$ cat src/rtl/hss_pkg.sv
package hss_pkg;
    typedef enum logic [1:0] {
        HS_IDLE = 2'd0,
        HS_ON   = 2'd1,
        HS_OFF  = 2'd2
    } hs_state_e;
endpackage

$ cat src/rtl/hss_phase_timer.sv
module hss_phase_timer #(
    parameter int CNT_W = 16
) (
    input  logic             clk,
    input  logic             rst_n,
    input  logic             restart,
    input  logic [CNT_W-1:0] limit,
    output logic             at_end
);
    logic [CNT_W-1:0] count;

    always_ff @(posedge clk or negedge rst_n) begin
        if (!rst_n)
            count <= CNT_W'(1);
        else if (restart)
            count <= CNT_W'(1);
        else
            count <= count + 1'b1;
    end

    assign at_end = (count >= limit);


    count_nonzero_chk: assert property (@(posedge clk) disable iff (!rst_n)
        count != '0);
endmodule

$ cat src/rtl/hss_ramp.sv
module hss_ramp #(
    parameter int CNT_W       = 16,
    parameter int STEP_CYCLES = 64
) (
    input  logic             clk,
    input  logic             rst_n,
    input  logic             clear,
    input  logic             advance,
    input  logic [CNT_W-1:0] on_nom,
    output logic [CNT_W-1:0] on_len,
    output logic [CNT_W-1:0] on_len_nx
);
    localparam int SW = (STEP_CYCLES > 1) ? $clog2(STEP_CYCLES) : 1;
    localparam logic [SW-1:0] STEP_LAST = SW'(STEP_CYCLES - 1);

    logic [SW-1:0] step_cnt;
    logic [SW-1:0] step_nx;

    always_comb begin
        on_len_nx = on_len;
        step_nx   = step_cnt;
        if (clear) begin
            on_len_nx = CNT_W'(1);
            step_nx   = '0;
        end else if (advance) begin
            if (step_cnt == STEP_LAST) begin
                step_nx = '0;
                if (on_len < on_nom)
                    on_len_nx = on_len + 1'b1;
            end else begin
                step_nx = step_cnt + 1'b1;
            end
        end
    end

    always_ff @(posedge clk or negedge rst_n) begin
        if (!rst_n) begin
            on_len   <= CNT_W'(1);
            step_cnt <= '0;
        end else begin
            on_len   <= on_len_nx;
            step_cnt <= step_nx;
        end
    end


    on_len_cap_chk: assert property (@(posedge clk) disable iff (!rst_n)
        (on_len <= on_nom) || (on_len == CNT_W'(1)));


    on_len_step_chk: assert property (@(posedge clk) disable iff (!rst_n)
        (on_len != $past(on_len)) |-> ((on_len == $past(on_len) + 1'b1) || (on_len == CNT_W'(1))));
endmodule

$ cat src/rtl/hdrive_softstart.sv
module hdrive_softstart
    import hss_pkg::*;
#(
    parameter int CNT_W       = 16,
    parameter int STEP_CYCLES = 64
) (
    input  logic             clk,
    input  logic             rst_n,
    input  logic             start_req,
    input  logic [CNT_W-1:0] on_nom,
    input  logic [CNT_W-1:0] off_nom,
    output logic             drive_out,
    output logic             ramp_done,
    output logic             loop_close
);
    hs_state_e        state, state_nx;
    logic             at_end;
    logic             tmr_restart;
    logic [CNT_W-1:0] tmr_limit;
    logic [CNT_W-1:0] on_len, on_len_nx;
    logic             ramp_clear, ramp_adv;
    logic             launch_edge, on_expire;

    // state register
    always_ff @(posedge clk or negedge rst_n) begin
        if (!rst_n)
            state <= HS_IDLE;
        else
            state <= state_nx;
    end

    // transitions: launch, on-expire, off-expire, abort
    always_comb begin
        state_nx = state;
        if (!start_req) begin
            state_nx = HS_IDLE;
        end else begin
            unique case (state)
                HS_IDLE: state_nx = HS_ON;
                HS_ON:   state_nx = at_end ? HS_OFF : HS_ON;
                HS_OFF:  state_nx = at_end ? HS_ON : HS_OFF;
                default: state_nx = HS_IDLE;
            endcase
        end
    end

    assign tmr_limit   = (state == HS_ON) ? on_len : off_nom;
    assign tmr_restart = (state == HS_IDLE) || at_end;
    assign ramp_clear  = !start_req || (state == HS_IDLE);
    assign ramp_adv    = start_req && (state == HS_OFF) && at_end;
    assign launch_edge = (state_nx == HS_ON) && (state != HS_ON);
    assign on_expire   = start_req && (state == HS_ON) && at_end;

    hss_phase_timer #(.CNT_W(CNT_W)) u_timer (
        .clk     (clk),
        .rst_n   (rst_n),
        .restart (tmr_restart),
        .limit   (tmr_limit),
        .at_end  (at_end)
    );

    hss_ramp #(.CNT_W(CNT_W), .STEP_CYCLES(STEP_CYCLES)) u_ramp (
        .clk       (clk),
        .rst_n     (rst_n),
        .clear     (ramp_clear),
        .advance   (ramp_adv),
        .on_nom    (on_nom),
        .on_len    (on_len),
        .on_len_nx (on_len_nx)
    );

    // outputs
    always_ff @(posedge clk or negedge rst_n) begin
        if (!rst_n) begin
            ramp_done  <= 1'b0;
            loop_close <= 1'b0;
        end else if (!start_req) begin
            ramp_done  <= 1'b0;
            loop_close <= 1'b0;
        end else begin
            if (launch_edge && (on_len_nx >= on_nom))
                ramp_done <= 1'b1;
            if (on_expire && ramp_done)
                loop_close <= 1'b1;
        end
    end

    assign drive_out = (state == HS_ON);


    abort_drive_low_chk: assert property (@(posedge clk) disable iff (!rst_n)
        !start_req |=> (!drive_out && !ramp_done && !loop_close));


    close_needs_done_chk: assert property (@(posedge clk) disable iff (!rst_n)
        loop_close |-> ramp_done);


    done_sticky_chk: assert property (@(posedge clk) disable iff (!rst_n)
        (ramp_done && start_req) |=> ramp_done);


    launch_from_idle_chk: assert property (@(posedge clk) disable iff (!rst_n)
        $rose(drive_out) |-> $past(start_req));
endmodule

$ cat config.mk
export PLATFORM = sky130hd
export DESIGN_NAME = hdrive_softstart
export DESIGN_NICKNAME = d
export VERILOG_FILES = /design/src/rtl/hss_pkg.sv /design/src/rtl/hss_phase_timer.sv /design/src/rtl/hss_ramp.sv /design/src/rtl/hdrive_softstart.sv
export SDC_FILE = /design/constraint.sdc
export NUM_CORES = 1
export LEC_CHECK = 0
export ABC_AREA = 1
export BUFFER_PORTS_ARGS = -buffer_cell sky130_fd_sc_hd__buf_4
export CORE_MARGIN = 2
export CORE_UTILIZATION = 38
export CTS_CLUSTER_SIZE = 20
export DETAILED_ROUTE_END_ITERATION = 6
export PLACE_DENSITY = 0.67
export SYNTH_ARGS = -nofsm -noshare
export SYNTH_HDL_FRONTEND = slang
export SYNTH_SLANG_ARGS = --single-unit
$ cat constraint.sdc
create_clock -name clk -period 4 [get_ports clk]
set_input_delay 0.4 -clock clk [delete_from_list [all_inputs] [get_ports clk]]
set_output_delay 0.4 -clock clk [all_outputs]
set_load 0.02 [all_outputs]
==> results.py <==
metrics = {
    "pwr": {
        "p_leak_nw": 2.10,
        "vdd_drop_max_mv": 0.122,
        "powerDensity_nw_per_um2": 206,
    },
    "floorplan": {
        "die-area_um2": 10200,
        "std_cell_rows": 35,
        "die_w_um": 101,
        "start_util_pct": 38.9,
        "core_area_um2": 9150,
        "io_pins": 38,
        "die_h_um": 101,
    },
    "global_routing": {
        "grt_pass1_vias": 2967,
        "gr-usage-all-layers_pct": 16.9,
        "grt_pass1_wl_um": 13600,
        "grt_max_degree": 43,
        "antenna_found_initial": 0,
        "overflow": 0,
    },
    "sta": {
        "worstMarginPinSlew_ns": 0.631,
        "relSlewSlack_pct": 57.9,
        "post-route-period-util_pct": 92.4,
        "fmax_mhz": 271,
        "clock_skew_ns": 0.0110,
        "setup_viol": 0,
        "slew_viol_final": 0,
        "finalHoldViolCount": 0,
        "final.min_clock_period_ns": 3.70,
        "finalSetupTns_ns": 0,
    },
    "worst_setup_path": {
        "startpoint_type": "register",
        "critPathSlowestCell": "dfrtp_1",
        "reg2reg_to": "ramp_done",
        "cp.arrival_ns": 3.90,
        "r2r_start": "state[0]",
        "path_cells": "inv_1 -> nor2_2 -> buf_4 -> mux2i_1 -> ha_1 -> nand2_1 -> o21ai_0 -> a21oi_2 -> nand2_4 -> nand2_4 -> nor2_4 -> buf_4 -> a21oi_2 -> nor2_1 -> ha_1 -> nand2_1 -> inv_1 -> nand3_1 -> inv_1 -> a21oi_1 -> nand3_1 -> nand2_1 -> nand2_1",
        "cp-startpoint": "state[0]",
        "end_kind": "register",
        "r2r_slack_ns": 0.30,
        "crit_end": "ramp_done",
        "cpMostUsedCell": "nand2_1",
        "critical_path_class": "register to register",
        "max_stage_delay_ns": 0.42,
        "r2r_cells": 23,
        "crit_path_max_fanout": 11,
        "cp.required_ns": 4.20,
    },
    "synthesis": {
        "seq_area_frac_synth_pct": 29.6,
        "synth-seq-cells": 42,
        "avgSynthCellArea_um2": 7.46,
        "synth_ff_type": "dfrtp_1",
        "synth_cells": 478,
        "syn-num-nets": 563,
        "synth_cell_types": 35,
        "synthesis.area_um2": 3560,
        "asyncSetResetFlopFracSynth_pct": 100,
        "synth_top_area_share_pct": 28.1,
        "yosys.area.top_type": "dfrtp_1",
        "yosys_warnings": 0,
        "ys_top_cells_by_area": "dfrtp_1 28%, ha_1 18%, nand2_1 11%, inv_1 7.6%, nor2_1 5.4%",
        "synth_edf_count": 0,
    },
    "routing": {
        "firstDrtPassIters": 4,
        "viasPerCell": 4.94,
        "drc": 0,
        "dr_total_vias": 3130,
        "totalWireLength_um": 8150,
        "wl_per_cell_um": 12.9,
        "ant_nets": 0,
        "drt_iter0_markers": 133,
    },
    "placement": {
        "port_buffers": 37,
        "dpl.hpwl_um": 6650,
        "place_congestion": 0.822,
        "place_inst": 623,
    },
    "flow_run": {
        "maxCapViolCount": 0,
    },
    "cts": {
        "cts_sinks": 42,
        "clockBufferDepth": 2,
        "root_buffer": "clkbuf_8",
        "cts_buffers": 5,
        "clk_pin_slew_ns": 0.09,
        "htreeDepth": 2,
        "tritoncts": "done",
        "worstSkewPairLatency_ns": 0.30,
        "cts_hold_buffers": 0,
    },
    "run_status": {
        "status": "completed",
    },
    "finish": {
        "final_cell_mix": "101 x nand2_1, 72 x inv_1, 50 x nor2_1, 50 x ha_1, 42 x buf_4",
        "n_antenna_cell": 0,
        "drive_gt1_share_pct": 16.7,
        "mostFrequentLayoutCell": "nand2_1",
        "final_nets": 607,
        "area_delta_synth_final_pct": 14.7,
        "final_cells": 633,
    },
    "min_path": {
        "holdCritPathClass": "input pin to async pin",
    },
}
==> logic make-up (layout without fill, tap and decap cells) <==
family / Yosys count / count (layout) / synth area share [%]
buffers and inverters: 80 / 124 / 9.23
adders and majority gates: 50 / 50 / 17.6
muxes: 10 / 10 / 2.81
xor gates and xnor gates: 6 / 6 / 1.47
DFF: 42 / 42 / 29.6
and+or+nand+nor: 219 / 219 / 27.4
AOI/OAI and AO/OA: 71 / 71 / 12.0
==> cell type report <==
cell class | count | area [µm²]
Tap cell | 111 | 139
Inverter | 73 | 274
Sequential cell | 42 | 1050
Clock inverter | 2 | 10.0
Timing Repair Buffer | 44 | 347
Fill cell | 906 | 5060
Clock buffer | 5 | 68.8
Multi-Input combinational cell | 356 | 2200
==> through the flow <==
| step | setup slack [ns] | hold WS (ns) | utilization, % | instance area, µm² | power [W] |
|---|---|---|---|---|---|
| global placement | 0.380 | 0.428 | 43.4 | 3970 | 0.000580 |
| CTS | 0.250 | 0.108 | 44.3 | 4050 | 0.000851 |
| global route | -0.0397 | 0.123 | 44.7 | 4090 | 0.000892 |
| finish | 0.305 | 0.0871 | 44.7 | 4090 | 0.000843 |
| floorplan | 0.486 | 0.104 | - | 3560 | 0.000524 |
| detailed placement | 0.278 | 0.432 | 43.4 | 3970 | 0.000585 |
==> registers in the layout (all words and copies together), names as in the netlist <==
register,cells
u_ramp.on_len,16
u_timer.count,16
u_ramp.step_cnt,6
state,2
loop_close,1
ramp_done,1
==> Yosys cell counts (2+ instances only) <==
cell      instances
buf_6             2
a21oi_2          14
dfstp_2           2
ha_1             50
nand3_1          32
clkbuf_1          2
xnor2_1           3
nor3_1           12
o21ai_0          23
nand2_1         101
inv_1            72
dfrtp_1          40
xor2_1            3
nand4_1           7
buf_2             2
nor3_2            3
nand2_4           2
mux2i_1          10
nor2_1           51
a21oi_1          28
nor2_2            5
==> how the worst min path moves through the flow <==
stage / to / slack (ns) / cells after the start
finish: u_timer.count[12] / 0.09 / 1
global placement: u_timer.count[11] / 0.43 / 1
floorplan: loop_close / 0.10 / 0
CTS: ramp_done / 0.11 / 1
global route: u_ramp.on_len[13] / 0.12 / 1
detailed placement: u_timer.count[7] / 0.43 / 1
==> per-layer routing <==
layer	track usage, %	share of wire (%)
met1	23.6	49
met2	27.5	46
met3	2.84	4.1
met4	3.79	0.97
met5	0	0
==> power by group <==
part	internal, W	switching, W	total [W]
logic	0.0000608	0.0000804	0.000141
registers	0.000430	0.00000511	0.000435
clock network	0.000117	0.000150	0.000267
total	0.000608	0.000235	0.000843
==> critical path, delay by kind of cell (launching register included) <==
kind	cells	cell delay (ns)
fa+ha+maj	2	0.57
flops	1	0.42
mux	1	0.12
buf+inv	5	0.59
compound gates	4	0.61
simple gates	11	1.26
==> what timing repair did <==
action	CTS	global route
endpoints found under the setup margin	0	1
resized for setup	0	4
setup buffers	0	3
hold endpoints to repair	0	0
(Power assumes the default switching activity.)
